$ cat src/rtl/pscl_timer_pkg.sv
package pscl_timer_pkg;
  localparam int ADDR_W = 3;
  localparam int IEN_W  = 16;

  localparam logic [ADDR_W-1:0] A_CTRL = 3'd0;
  localparam logic [ADDR_W-1:0] A_IEN  = 3'd1;
  localparam logic [ADDR_W-1:0] A_STAT = 3'd2;
  localparam logic [ADDR_W-1:0] A_DIV  = 3'd3;
  localparam logic [ADDR_W-1:0] A_LIM  = 3'd4;
  localparam logic [ADDR_W-1:0] A_CNT  = 3'd5;

  localparam int UPD_IRQ_BIT = 0;
  localparam int UPD_DMA_BIT = 8;
  localparam int CHAN_N      = 4;
  localparam int TRIG_BIT    = 6;
  localparam int DMA_OFS     = 8;

  // interrupt enables in the low byte, matching DMA enables one byte up
  function automatic logic [IEN_W-1:0] ien_mask();
    logic [IEN_W-1:0] m;
    m = '0;
    for (int b = 0; b <= CHAN_N; b++) begin
      m[b]           = 1'b1;
      m[b + DMA_OFS] = 1'b1;
    end
    m[TRIG_BIT]           = 1'b1;
    m[TRIG_BIT + DMA_OFS] = 1'b1;
    return m;
  endfunction

  localparam logic [IEN_W-1:0] IEN_MASK = ien_mask();
endpackage

$ cat src/rtl/pscl_divider.sv
module pscl_divider #(
  parameter int W = 16
) (
  input  logic         clk,
  input  logic         rst_n,
  input  logic         run,
  input  logic [W-1:0] div_val,
  output logic         tick
);
  logic [W-1:0] pc;
  logic         at_end;

  assign at_end = (pc == div_val);
  assign tick   = run & at_end;

  always_ff @(posedge clk or negedge rst_n) begin
    if (!rst_n)              pc <= '0;
    else if (!run || at_end) pc <= '0;
    else                     pc <= pc + 1'b1;
  end


  div_restart_chk: assert property (@(posedge clk) disable iff (!rst_n)
    !run |=> (pc == '0));
endmodule

$ cat src/rtl/pscl_counter.sv
module pscl_counter #(
  parameter int W = 16
) (
  input  logic         clk,
  input  logic         rst_n,
  input  logic         tick,
  input  logic [W-1:0] lim,
  input  logic         ld,
  input  logic [W-1:0] ld_val,
  output logic [W-1:0] cnt,
  output logic         upd
);
  assign upd = tick & (cnt == lim);

  always_ff @(posedge clk or negedge rst_n) begin
    if (!rst_n)    cnt <= '0;
    else if (ld)   cnt <= ld_val;
    else if (upd)  cnt <= '0;
    else if (tick) cnt <= cnt + 1'b1;
  end


  wrap_to_zero_chk: assert property (@(posedge clk) disable iff (!rst_n)
    (upd && !ld) |=> (cnt == '0));


  idle_hold_chk: assert property (@(posedge clk) disable iff (!rst_n)
    (!tick && !ld) |=> $stable(cnt));


  load_wins_chk: assert property (@(posedge clk) disable iff (!rst_n)
    ld |=> (cnt == $past(ld_val)));
endmodule

$ cat src/rtl/pscl_regs.sv
module pscl_regs
  import pscl_timer_pkg::*;
#(
  parameter int W = 16
) (
  input  logic              clk,
  input  logic              rst_n,
  input  logic              bus_wr,
  input  logic [ADDR_W-1:0] bus_addr,
  input  logic [W-1:0]      bus_wdata,
  output logic [W-1:0]      bus_rdata,
  input  logic              upd,
  input  logic [W-1:0]      cnt,
  output logic              run,
  output logic [W-1:0]      div_act,
  output logic [W-1:0]      lim_act,
  output logic              cnt_ld,
  output logic [W-1:0]      cnt_ld_val,
  output logic              irq,
  output logic              dma_req
);
  logic [IEN_W-1:0] ien;
  logic             uif;
  logic [W-1:0]     div_sh;
  logic [W-1:0]     lim_sh;
  logic             wr_ctrl, wr_ien, wr_stat, wr_div, wr_lim;

  assign wr_ctrl = bus_wr && (bus_addr == A_CTRL);
  assign wr_ien  = bus_wr && (bus_addr == A_IEN);
  assign wr_stat = bus_wr && (bus_addr == A_STAT);
  assign wr_div  = bus_wr && (bus_addr == A_DIV);
  assign wr_lim  = bus_wr && (bus_addr == A_LIM);

  assign cnt_ld     = bus_wr && (bus_addr == A_CNT);
  assign cnt_ld_val = bus_wdata;

  always_ff @(posedge clk or negedge rst_n) begin
    if (!rst_n) begin
      run     <= 1'b0;
      ien     <= '0;
      uif     <= 1'b0;
      div_sh  <= '0;
      lim_sh  <= '1;
      div_act <= '0;
      lim_act <= '1;
      dma_req <= 1'b0;
    end else begin
      if (wr_ctrl) run    <= bus_wdata[0];
      if (wr_ien)  ien    <= bus_wdata[IEN_W-1:0] & IEN_MASK;
      if (wr_div)  div_sh <= bus_wdata;
      if (wr_lim)  lim_sh <= bus_wdata;
      if (upd)                            uif <= 1'b1;
      else if (wr_stat && !bus_wdata[0])  uif <= 1'b0;
      if (upd || !run) begin
        div_act <= div_sh;
        lim_act <= lim_sh;
      end
      dma_req <= upd & ien[UPD_DMA_BIT];
    end
  end

  assign irq = uif & ien[UPD_IRQ_BIT];

  always_comb begin
    bus_rdata = '0;
    case (bus_addr)
      A_CTRL:  bus_rdata[0] = run;
      A_IEN:   bus_rdata[IEN_W-1:0] = ien;
      A_STAT:  bus_rdata[0] = uif;
      A_DIV:   bus_rdata = div_sh;
      A_LIM:   bus_rdata = lim_sh;
      A_CNT:   bus_rdata = cnt;
      default: bus_rdata = '0;
    endcase
  end


  flag_set_chk: assert property (@(posedge clk) disable iff (!rst_n)
    upd |=> uif);


  flag_clear_chk: assert property (@(posedge clk) disable iff (!rst_n)
    (wr_stat && !bus_wdata[0] && !upd) |=> !uif);


  dma_after_update_chk: assert property (@(posedge clk) disable iff (!rst_n)
    dma_req |-> $past(upd));


  shadow_hold_chk: assert property (@(posedge clk) disable iff (!rst_n)
    (run && !upd) |=> ($stable(lim_act) && $stable(div_act)));
endmodule

$ cat src/rtl/pscl_timer.sv
module pscl_timer
  import pscl_timer_pkg::*;
#(
  parameter int W = 16
) (
  input  logic              clk,
  input  logic              rst_n,
  input  logic              bus_wr,
  input  logic [ADDR_W-1:0] bus_addr,
  input  logic [W-1:0]      bus_wdata,
  output logic [W-1:0]      bus_rdata,
  output logic              irq_o,
  output logic              dma_req_o
);
  logic         run, tick, upd, cnt_ld;
  logic [W-1:0] div_act, lim_act, cnt, cnt_ld_val;

  pscl_divider #(.W(W)) u_div (
    .clk     (clk),
    .rst_n   (rst_n),
    .run     (run),
    .div_val (div_act),
    .tick    (tick)
  );

  pscl_counter #(.W(W)) u_cnt (
    .clk    (clk),
    .rst_n  (rst_n),
    .tick   (tick),
    .lim    (lim_act),
    .ld     (cnt_ld),
    .ld_val (cnt_ld_val),
    .cnt    (cnt),
    .upd    (upd)
  );

  pscl_regs #(.W(W)) u_regs (
    .clk        (clk),
    .rst_n      (rst_n),
    .bus_wr     (bus_wr),
    .bus_addr   (bus_addr),
    .bus_wdata  (bus_wdata),
    .bus_rdata  (bus_rdata),
    .upd        (upd),
    .cnt        (cnt),
    .run        (run),
    .div_act    (div_act),
    .lim_act    (lim_act),
    .cnt_ld     (cnt_ld),
    .cnt_ld_val (cnt_ld_val),
    .irq        (irq_o),
    .dma_req    (dma_req_o)
  );
endmodule

$ cat config.mk
export PLATFORM = sky130hd
export DESIGN_NAME = pscl_timer
export DESIGN_NICKNAME = d
export VERILOG_FILES = /design/src/rtl/pscl_timer_pkg.sv /design/src/rtl/pscl_divider.sv /design/src/rtl/pscl_counter.sv /design/src/rtl/pscl_regs.sv /design/src/rtl/pscl_timer.sv
export SDC_FILE = /design/constraint.sdc
export NUM_CORES = 1
export LEC_CHECK = 0
export BUFFER_PORTS_ARGS = -buffer_cell sky130_fd_sc_hd__buf_2
export CELL_PAD_IN_SITES_DETAIL_PLACEMENT = 0
export CELL_PAD_IN_SITES_GLOBAL_PLACEMENT = 1
export CORE_MARGIN = 2
export CORE_UTILIZATION = 34
export DETAILED_ROUTE_END_ITERATION = 16
export GPL_TIMING_DRIVEN = 0
export PLACE_DENSITY = 0.62
export SLEW_MARGIN = 20
export SYNTH_ARGS = -nofsm -noshare
export SYNTH_HDL_FRONTEND = slang
export SYNTH_SLANG_ARGS = --single-unit
$ cat constraint.sdc
create_clock -name clk -period 4.1 [get_ports clk]
set_input_delay 0.41 -clock clk [delete_from_list [all_inputs] [get_ports clk]]
set_output_delay 0.41 -clock clk [all_outputs]
set_load 0.05 [all_outputs]
# --- Word level (Yosys, flattened, before mapping) ---
# Cells that the tools add are included.
classes:
  reduce_logical: 14
  n_shift: 0
  magnitude_cmp: 0
  n_addsub: 2
  multipliers: 0
  eq_ne: 7
  bitwise_logic: 4
  mux: 8
  div: 0
op_table:
  columns: ["cell", "n"]
  rows:
  - ["$mux W16", 4]
  - ["$pmux W15 S4", 1]
  - ["$add A16 B1 Y16 const B", 2]
  - ["$eq A16 B16 Y1", 2]
  - ["$logic_and A1 B1 Y1", 7]
  - ["$eq A3 B2 Y1 const B", 2]
  - ["$eq A3 B3 Y1 const B", 2]
  - ["$pmux W1 S6", 1]
  - ["$and A1 B1 Y1", 4]
  - ["$eq A3 B1 Y1 const B", 1]
  - ["$logic_not A3 Y1", 1]
  - ["$reduce_bool A3 Y1", 1]
  - ["$logic_not A1 Y1", 2]
  - ["$logic_or A1 B1 Y1", 2]
  - ["$mux W1", 2]
  - ["$reduce_bool A2 Y1", 1]
totals:
  inputBits: 22
  rom_bits: 0
  memories: 0
  ramBits: 0
  out_inout_bits: 18
  wordCells: 45
  register_bits: 111
  latchBits: 0

# --- Logic depth before layout (Yosys ltp) ---
# Gate-level depths: netlist of run 1.
logic_depth:
  depth_word: 5
  depth_mapped: 9
  mapped_depth_nobuf: 7

# --- Hierarchy ---
# From an unflattened synthesis of run 1, not the netlist that was laid out.
unflattened:
  hier_cells: 493
  hier_area_um2: 5959.5
by_module_without_submodules:
  columns: ["mod", "area_each_um2", "seq_area_each_um2", "cells_per_inst", "n_inst"]
  rows:
  - ["pscl_regs", 3717.3, 2016.9, 253, 1]
  - ["pscl_counter", 1247.4, 400.4, 139, 1]
  - ["pscl_divider", 994.7, 400.4, 101, 1]

# --- Least setup slack after synthesis of run 1 ---
# No wires, ideal clock.
synth_path:
  path_kind: "input to output"
  from: "input bus_addr[1]"
  to: "output bus_rdata[0]"
  t_arrival_ps: 1936
  path_buffers: 2
  slack_ps: 1754
  required_ps: 3690
  cell_stages: 4
  path_cell_list: "clkbuf_1 > buf_2 > a31oi_1 > o22ai_1"
synth_via:
  elab_chain_cells: 2
  elab_cells_between_ends: 7
  cone_classes: "eq/ne (5); mux (1); reduce/logical (1)"
synth_rtl:
  columns: ["element", "line", "text"]
  rows:
  - ["from (decl)", "pscl_timer.sv:9", "input logic [ADDR_W-1:0] bus_addr,"]
  - ["$eq A3 B3 Y1, or another cell as far along", "pscl_regs.sv:66", "case (bus_addr)"]
  - ["$pmux W1 S6 *", "pscl_regs.sv:66", null]
  - ["to (decl)", "pscl_timer.sv:11", "output logic [W-1:0] bus_rdata,"]
# Mark *: on every way between the ends. The rest lies on a longest branch, timed or not.

# --- Worst setup path after layout of run 1 ---
layout_path:
  from: "input bus_addr[2]"
  to: "output bus_rdata[5]"
layout_via:
  elab_chain_cells: 2
  elab_cells_between_ends: 5
  cone_classes: "eq/ne (4); mux (1)"
layout_rtl:
  columns: ["element", "line"]
  rows:
  - ["$eq A3 B3 Y1, or another cell as far along", "pscl_regs.sv:66"]
  - ["$pmux W15 S4 *", "pscl_regs.sv:66"]
# Marks and branches as above.

==> flow_summary.ini, run 1 <==
[sta]
final.setup.tns_ns = 0
rsz0062_at_grt = no
timing.fmax_ghz = 0.358
period_minus_slack_ns = 2.79
relSlewSlack_pct = 56.0
worst_slew_pin_slew_ns = 0.660
hold_viol = 0
hold_ws_ns = 0.343
finClkSkew_ns = 0.00827
setup_viol = 0
drv_slew = 0
fin_crit_sh_pct = 68.1

[finish]
fin_util_pct = 39.9
stdcell_count = 755
drive_gt1_share_pct = 33.4
syn_to_final_growth_pct = 13.7
antennaDiodeCount = 0
fillers = 1636
fin_nets = 558

[synthesis]
synth_area_per_cell_sq_um = 11.6
synth_edf_count = 0
synth_area_sq_um = 5620
yosys.cell_types.count = 49
synthesis.nets = 508
synth-main-ff-cell = dfrtp_1
synthCells = 484
yosysWarnings = 0
ys_ff_latch = 111
synthArstFlopShare_pct = 100
synth_seq_area_share_pct = 50.2

[place]
dp.cells = 738
hpwl_microns = 11000
gp_congestion = 0.777
io_buffers = 37

[clock_tree]
cts_buffers = 9
clockRootBuffer = clkbuf_16
cts-htree-levels = 3
cts_sinks = 111
clockBufferDepth = 2
clk_pin_slew_ns = 0.07
cts_tree = yes
worstSkewPairLatency_ns = 0.35
cts_setup_buffers = 0
cts_resized = 0

[pwr]
vdd_ir_drop_max_uv = 255
total_power_w = 0.00342
pwr_density_cell_nw_per_um2 = 535
p_leak_nw = 2.61

[die]
die_height_microns = 133
fp-row-count = 46
core_area_sq_um = 16000
ios = 40
start_util_pct = 35.1
fp.dieArea_sq_um = 17600
dieWidth_microns = 133

[routing]
drtIter0Drc = 268
viasPerCell = 5.19
wl_met1_microns = 7400
wl_met3_microns = 585
dr_wl_met2_microns = 6530
ant_nets = 0
drt_pass1_iterations = 5
route.top_layer_used = met4
drt_wl_total_microns = 14700
wl_per_cell_microns = 19.5
drc = 0
num_vias = 3920

[critical_path]
critPathTopFamily = buffers and inverters
worstSetupPathType = primary input to output port
crit_path_max_fanout = 10
crit_path_max_incr_delay_ns = 0.53
cp.arrival_ns = 2.38
critPathCaptureType = output port
worstSetupStartpointType = primary input
cpMostUsedCell = buf_2
worst-path-buf-inv = 5
critPathSlowestCell = clkbuf_1
crit_chain = buf_2 -> nor2b_1 -> buf_2 -> nor2b_1 -> buf_2 -> clkbuf_1 -> a22o_1 -> buf_2
cp.required_ns = 3.69

[global_routing]
grt_pass1_wl_microns = 23400
grt_remaining_overflow = 0
grt_max_degree = 72
antenna_found_initial = 0
grt_pass1_vias = 4015
grtUsageTotal_pct = 17.4

[job]
drv_cap = 0

[outcome]
outcome = finished clean

[worst_hold_path]
holdCritPathClass = primary input to flip-flop
path summary, 6_finish.rpt:
| kind | start | endpoint | slack, ns | depth (start not counted) |
|---|---|---|---|---|
| hold / removal | bus_wdata[5] | u_cnt.cnt[5]$_DFFE_PN0P_ | 0.34 | 3 |
| setup reg to reg | u_cnt.cnt[9]$_DFFE_PN0P_ | u_regs.div_act[10]$_DFFE_PN0P_ | 1.68 | 9 |
| max in group asynchronous | rst_n | u_regs.lim_sh[6]$_DFFE_PN1P_ | 2.85 | 3 |
| setup / recovery | bus_addr[2] | bus_rdata[5] | 1.31 | 8 |
| min in group asynchronous | rst_n | u_cnt.cnt[8]$_DFFE_PN0P_ | 0.54 | 2 |
| hold reg to reg | u_regs.ien[11]$_DFFE_PN0P_ | u_regs.ien[11]$_DFFE_PN0P_ | 0.51 | 1 |
tightest hold or removal path, cell delays in order:
cell      delay (ns)
buf_2           0.11
nand2_1         0.05
o311ai_1        0.08
cells by family after synthesis:
group,after synthesis,share of synthesized area [%]
mux,90,17.8
xor+xnor,48,7.49
simple gates,129,12.1
flops,111,50.2
buf+inv,38,3.43
compound gates,66,8.53
fa+ha+maj,2,0.446
flip-flops by register name, indices dropped and copies added, names as in the netlist:
register / cells
u_regs.uif: 1
u_regs.run: 1
u_cnt.cnt: 16
u_regs.div_act: 16
u_regs.lim_act: 16
u_div.pc: 16
u_regs.lim_sh: 16
u_regs.dma_req: 1
u_regs.div_sh: 16
u_regs.ien: 12
final cells by class:
| class | instances | area [sq um] | area share (%) |
|---|---|---|---|
| Inverter | 5 | 18.8 | 0.294 |
| Clock buffer | 13 | 250 | 3.92 |
| Multi-Input combinational cell | 335 | 2610 | 40.8 |
| Clock inverter | 3 | 18.8 | 0.294 |
| Buffer | 33 | 174 | 2.72 |
| Sequential cell | 111 | 2820 | 44.1 |
| Tap cell | 216 | 270 | 4.23 |
| Timing Repair Buffer | 39 | 229 | 3.59 |
routing by layer:
metal	up-vias	global-route usage (%)
li1	1836	-
met1	1982	25.5
met2	88	26.4
met3	14	3.68
met4	0	4.12
met5	-	0
Yosys cell counts (3+ instances only):
cell	instances	area (sq um)
and3_1	6	37.5
buf_4	3	22.5
o22ai_1	5	31.3
mux2i_1	12	120
a21oi_1	5	25.0
buf_6	3	33.8
nand3_1	16	80.1
nand2b_1	3	18.8
nor4_1	3	18.8
mux2_2	72	811
o21ai_0	17	85.1
nor2_1	28	105
a22o_1	21	184
a221o_1	5	50.1
mux2_1	6	67.6
nor3_1	8	40.0
nor2b_1	6	37.5
dfrtp_1	79	1980
dfstp_2	32	841
nand2_1	27	101
buf_2	12	60.1
xnor2_1	39	342
xor2_1	9	78.8
nand4_1	12	75.1
inv_1	5	18.8
and2_1	5	31.3
clkbuf_1	14	52.6
repair_timing:
item	4_1_cts	5_1_grt
setup endpoints to repair	0	0
hold endpoints to repair	23	0
hold buffers	1	0
cell usage in the layout (no fill, tap or decap), types with 2 or more instances in the layout:
cell and n:
buf_6 4, mux2_1 6, nor3b_1 2, nor2b_1 6, nand2b_1 3, nand4_1 12, nor2_1 28, mux2i_1 12
o21ai_0 17, o22ai_1 5, xnor2_1 39, clkbuf_16 9, a221o_1 5, a21oi_1 5, nor4b_1 2, nor3_1 8
o311ai_1 2, and4_1 2, nand2_2 2, xor2_1 9, buf_2 48, ha_1 2, nor4_1 3, clkbuf_1 17
a31oi_1 2, dfrtp_1 79, and2_1 5, and3_1 6, a22o_1 21, nand2_1 27, buf_4 3, nand3_1 16
o211ai_1 2, mux2_2 72, a21o_1 2, dfstp_2 32, inv_1 5
through the flow:
step	setup WS, ns	cell area (sq um)
after CTS	1.33	6380
after global placement	1.25	6070
after floorplan	1.75	5620
final	1.31	6380
after global routing	1.18	6380
after detailed placement	1.33	6100
power breakdown:
part	internal [W]	switching (W)
Combinational	0.000453	0.000466
Sequential	0.00144	0.000231
Clock	0.000430	0.000397
Power figures use the tool's default switching activity.
==> run 2: changes to the inputs <==
--- a/config.mk
+++ b/config.mk
@@ -12,7 +12,7 @@
 export CORE_UTILIZATION = 34
 export DETAILED_ROUTE_END_ITERATION = 16
 export GPL_TIMING_DRIVEN = 0
-export PLACE_DENSITY = 0.62
+export PLACE_DENSITY = 0.64
 export SLEW_MARGIN = 20
 export SYNTH_ARGS = -nofsm -noshare
 export SYNTH_HDL_FRONTEND = slang
==> constraint.sdc (replaced) <==
create_clock -name clk -period 2.3 [get_ports clk]
set_input_delay 0.23 -clock clk [delete_from_list [all_inputs] [get_ports clk]]
set_output_delay 0.23 -clock clk [all_outputs]
set_load 0.05 [all_outputs]
==> flow_summary.ini, run 2 (synthesis results as in run 1) <==
[finish]
final_common_cell = dfrtp_1
final_cell_mix = dfrtp_1 (77), mux2_2 (72), buf_2 (48)
seq_area_sq_um = 2820
syn_to_final_growth_pct = 16.4
fin_nets = 560
fillers = 1613
antennaDiodeCount = 0
drive_gt1_share_pct = 37.0
multi_input_area_sq_um = 2680

[sta]
setup_viol = 0
hold_viol = 0
period_minus_slack_ns = 2.23
hold_ws_ns = 0.144
timing.fmax_ghz = 0.449
finClkSkew_ns = 0.00900
relSlewSlack_pct = 60.1
drv_slew = 0
fin_crit_sh_pct = 96.8
rsz0062_at_grt = yes
worst_slew_pin_slew_ns = 0.598

[clock_tree]
clockRootBuffer = clkbuf_16
cts_buffers = 9
clk_pin_slew_ns = 0.07
clockBufferDepth = 2
cts-htree-levels = 3
cts_tree = yes
worstSkewPairLatency_ns = 0.36
cts_sinks = 111

[die]
core_area_sq_um = 16000
fp.dieArea_sq_um = 17600
ios = 40
die_height_microns = 133
fp-row-count = 46
dieWidth_microns = 133
start_util_pct = 35.1

[global_routing]
grt_pass1_wl_microns = 23900
grt_max_degree = 62
antenna_found_initial = 0
grt_remaining_overflow = 0
grtUsageTotal_pct = 17.9
grt_pass1_vias = 4000

[pwr]
pwr_density_cell_nw_per_um2 = 966
clockPowerShare_pct = 24.4
total_power_w = 0.00632
p_leak_nw = 2.71
switchingPower_w = 0.00202
vdd_ir_drop_max_uv = 531
seqPwrFrac_pct = 48.3
p_int_w = 0.00430
switching_share_pct = 32.0
combinationalPowerShare_pct = 27.3

[critical_path]
worstSetupStartpointType = flip-flop
crit_path_max_incr_delay_ns = 0.48
cp.arrival_ns = 2.48
crit_chain = xnor2_1 -> nand4_1 -> nor4_2 -> buf_4 -> buf_4 -> and3_1 -> nor2_1 -> a22o_1
worstSetupPathType = flip-flop to flip-flop
cpMostUsedCell = buf_4
worst-path-buf-inv = 2
cp.required_ns = 2.55
critPathCaptureType = flip-flop
critPathTopFamily = simple AND/OR/NAND/NOR gates
critPathSlowestCell = dfrtp_2
crit_path_max_fanout = 6

[place]
hpwl_microns = 11000
io_buffers = 37
gp_congestion = 0.862

[routing]
ant_nets = 0
drt_wl_total_microns = 15000
drt_pass1_iterations = 5
viasPerCell = 5.27
drtIter0Drc = 231
num_vias = 3982
drc = 0
wl_per_cell_microns = 19.9

[worst_hold_path]
holdCritPathClass = primary input to flip-flop

[job]
drv_cap = 0

[outcome]
outcome = finished clean
==> run 2: changes by cell type in the layout (fill, tap and decap cells not counted), moves of 3 or more <==
| cell | before | now |
|---|---|---|
| clkbuf_1 | 17 | 9 |
| xnor2_1 | 39 | 32 |
| xnor2_2 | 0 | 7 |
| buf_4 | 3 | 9 |
| buf_6 | 4 | 1 |
==> run 2: path summary, 6_finish.rpt <==
check                                                 to  depth (start not counted)  slack [ns]                       start
min                            u_cnt.cnt[13]$_DFFE_PN0P_                          3        0.14               bus_wdata[13]
min reg2reg                   u_regs.ien[10]$_DFFE_PN0P_                          1        0.51  u_regs.ien[10]$_DFFE_PN0P_
max in group asynchronous  u_regs.lim_sh[15]$_DFFE_PN1P_                          3        1.19                       rst_n
max                            u_cnt.cnt[14]$_DFFE_PN0P_                          8        0.07   u_cnt.cnt[10]$_DFFE_PN0P_
min in group asynchronous      u_cnt.cnt[12]$_DFFE_PN0P_                          2        0.40                       rst_n
max reg2reg                    u_cnt.cnt[14]$_DFFE_PN0P_                          8        0.07   u_cnt.cnt[10]$_DFFE_PN0P_
==> run 2: power by group through the flow <==
stage          logic (W)  registers (W)  clock network [W]
2_1_floorplan    0.00128        0.00287                  0
3_3_place_gp     0.00163        0.00302                  0
3_5_place_dp     0.00165        0.00303                  0
4_1_cts          0.00166        0.00300            0.00159
5_1_grt          0.00187        0.00312            0.00165
6_report         0.00172        0.00305            0.00154
==> run 2: cell type report <==
type,instances,share of cell area [%]
sequential,111,43.1
multi-input combinational,335,40.9
timing repair buffer,45,4.46
tap,216,4.13
clock buffer,11,3.56
buffer,29,2.78
clock inverter,4,0.727
inverter,5,0.287
==> run 2: through the flow <==
step                      setup TNS (ns)  instance area, sq um  std cells  utilization [%]  setup slack (ns)
after floorplan                        0                  5620        484                -             0.295
after global placement            -28.68                  6070        737             37.9            -0.329
after detailed placement           -2.52                  6100        738             38.2            -0.120
after CTS                              0                  6420        757             40.1           0.00770
after global routing                   0                  6540        756             40.9          0.000523
final                                  0                  6540        756             40.9            0.0738
==> run 2: tightest hold or removal path, delay by kind of cell <==
family                 cells  cell delay [ns]
and+or+nand+nor            1             0.05
AOI/OAI and AO/OA          1             0.06
buffers and inverters      1             0.12
==> run 2: routing by layer <==
layer  global-route usage [%]  part of all wire, %  up-vias
met1                     26.5                   50     2037
met5                        0                    0        -
met3                     4.06                  4.2       16
met4                     5.62                  1.9        0
met2                     25.9                   44       92
li1                         -                    -     1837
==> run 2: timing repair <==
item / in CTS / in global routing
hold buffers: 1 / 0
endpoints found under the hold margin: 40 / 0
pin swaps: 1 / 4
cloned: 0 / 1
setup buffers: 4 / 1
endpoints found under the setup margin: 51 / 62
gates resized for setup: 1 / 23
==> run 3: changes to the inputs <==
--- a/config.mk
+++ b/config.mk
@@ -12,6 +12,7 @@
 export CORE_UTILIZATION = 34
 export DETAILED_ROUTE_END_ITERATION = 16
 export GPL_TIMING_DRIVEN = 0
+export MAX_ROUTING_LAYER = met4
 export PLACE_DENSITY = 0.64
 export SLEW_MARGIN = 20
 export SYNTH_ARGS = -nofsm -noshare
==> flow_summary.ini, run 3 (synthesis results as in run 1) <==
[critical_path]
cp.required_ns = 2.55
cp.arrival_ns = 2.47
crit_path_max_fanout = 6
worstSetupPathType = flip-flop to flip-flop
worstSetupStartpointType = flip-flop
critPathCaptureType = flip-flop

[place]
hpwl_microns = 11000
io_buffers = 37
dp.cells = 738
place_ws_ns = -0.120
gp_congestion = 0.876
place_area_sq_um = 6100

[routing]
drtIter0Drc = 264
viasPerCell = 5.27
wl_per_cell_microns = 19.9
ant_nets = 0
drc = 0
drt_pass1_iterations = 4
drt_wl_total_microns = 15100
num_vias = 3986

[clock_tree]
cts_sinks = 111
clk_pin_slew_ns = 0.07
cts_buffers = 9
clockBufferDepth = 2
clockRootBuffer = clkbuf_16
cts-htree-levels = 3
cts_tree = yes
worstSkewPairLatency_ns = 0.36

[finish]
final_common_cell = dfrtp_1
final_area_sq_um = 6540
final_cell_mix = dfrtp_1 (77), mux2_2 (72), buf_2 (48)
fin_nets = 560
stdcell_count = 756
drive_gt1_share_pct = 37.0
fin_util_pct = 40.9
antennaDiodeCount = 0
syn_to_final_growth_pct = 16.4
fillers = 1613

[sta]
period_minus_slack_ns = 2.23
timing.fmax_ghz = 0.449
drv_slew = 0
final.setup.worst_slack_ns = 0.0750
worst_slew_pin_slew_ns = 0.600
relSlewSlack_pct = 60.0
setup_viol = 0
hold_ws_ns = 0.144
hold_viol = 0
finClkSkew_ns = 0.00843
rsz0062_at_grt = yes
fin_crit_sh_pct = 96.7

[die]
dieWidth_microns = 133
fp.dieArea_sq_um = 17600
die_height_microns = 133
start_util_pct = 35.1
core_area_sq_um = 16000
fp-row-count = 46
ios = 40

[pwr]
pwr_density_cell_nw_per_um2 = 966
vdd_ir_drop_max_uv = 527
p_leak_nw = 2.71

[outcome]
outcome = finished clean

[global_routing]
grt_remaining_overflow = 0
gr-max-usage-layer = met1
use_met1_pct = 26.3
grt_pass1_wl_microns = 23900
met2_usage_pct = 26.0
grt_pass1_vias = 4012
antenna_found_initial = 0
grtUsageTotal_pct = 18.5
grt_max_degree = 62
met3_usage_pct = 4.18

[job]
drv_cap = 0

[worst_hold_path]
holdCritPathClass = primary input to flip-flop
==> run 3: cell counts in the layout (fill, tap and decap cells not counted) <==
No cell type changed its count.
==> run 3: repair_timing <==
action | in CTS | in global routing
hold buffers | 1 | 0
endpoints found under the hold margin | 40 | 0
resized for setup | 1 | 23
cloned | 0 | 1
buffers inserted | 4 | 1
pin swaps | 1 | 4
endpoints found under the setup margin | 51 | 62
==> run 3: routing by layer <==
layer | wire length, microns | vias to the layer above
li1 | - | 1838
met1 | 7430 | 2036
met2 | 6540 | 96
met3 | 791 | 16
met4 | 289 | 0
met5 | 0 | -
==> run 3: worst max-delay path, cell delays in order (launching register included) <==
cell and delay, ns:
dfrtp_1 0.46, xnor2_2 0.26, nand4_1 0.14, nor4_2 0.33, buf_4 0.17, buf_4 0.15
nor2_1 0.12, a21o_1 0.20, a221o_1 0.29
==> run 3: final cells by class <==
class / instances / area (sq um) / share of cell area (%)
Inverter: 5 / 18.8 / 0.287
Timing Repair Buffer: 45 / 292 / 4.46
Sequential cell: 111 / 2820 / 43.1
Clock buffer: 11 / 233 / 3.56
Multi-Input combinational cell: 335 / 2680 / 40.9
Tap cell: 216 / 270 / 4.13
Clock inverter: 4 / 47.5 / 0.727
Buffer: 29 / 181 / 2.78
==> run 3: power breakdown <==
part           total (W)  internal, W  switching (W)
logic            0.00172     0.000887       0.000833
registers        0.00305      0.00257       0.000477
clock network    0.00154     0.000837       0.000707
total            0.00631      0.00430        0.00202
==> run 3: worst paths after layout <==
path                            slack, ns                       endpoint  depth (start not counted)                       start
worst max-delay path                 0.07       u_cnt.cnt[9]$_DFFE_PN0P_                          8   u_cnt.cnt[12]$_DFFE_PN0P_
worst min-delay path                 0.14      u_cnt.cnt[13]$_DFFE_PN0P_                          3               bus_wdata[13]
max in group asynchronous            1.21  u_regs.lim_sh[15]$_DFFE_PN1P_                          3                       rst_n
worst min register to register       0.51     u_regs.ien[10]$_DFFE_PN0P_                          1  u_regs.ien[10]$_DFFE_PN0P_
min in group asynchronous            0.39      u_cnt.cnt[12]$_DFFE_PN0P_                          2                       rst_n
worst max register to register       0.07       u_cnt.cnt[9]$_DFFE_PN0P_                          8   u_cnt.cnt[12]$_DFFE_PN0P_
==> run 3: through the flow <==
step	TNS [ns]	total power, W
4_1_cts	0	0.00625
6_report	0	0.00631
2_1_floorplan	0	0.00415
5_1_grt	0	0.00665
3_3_place_gp	-28.68	0.00464
3_5_place_dp	-2.52	0.00468
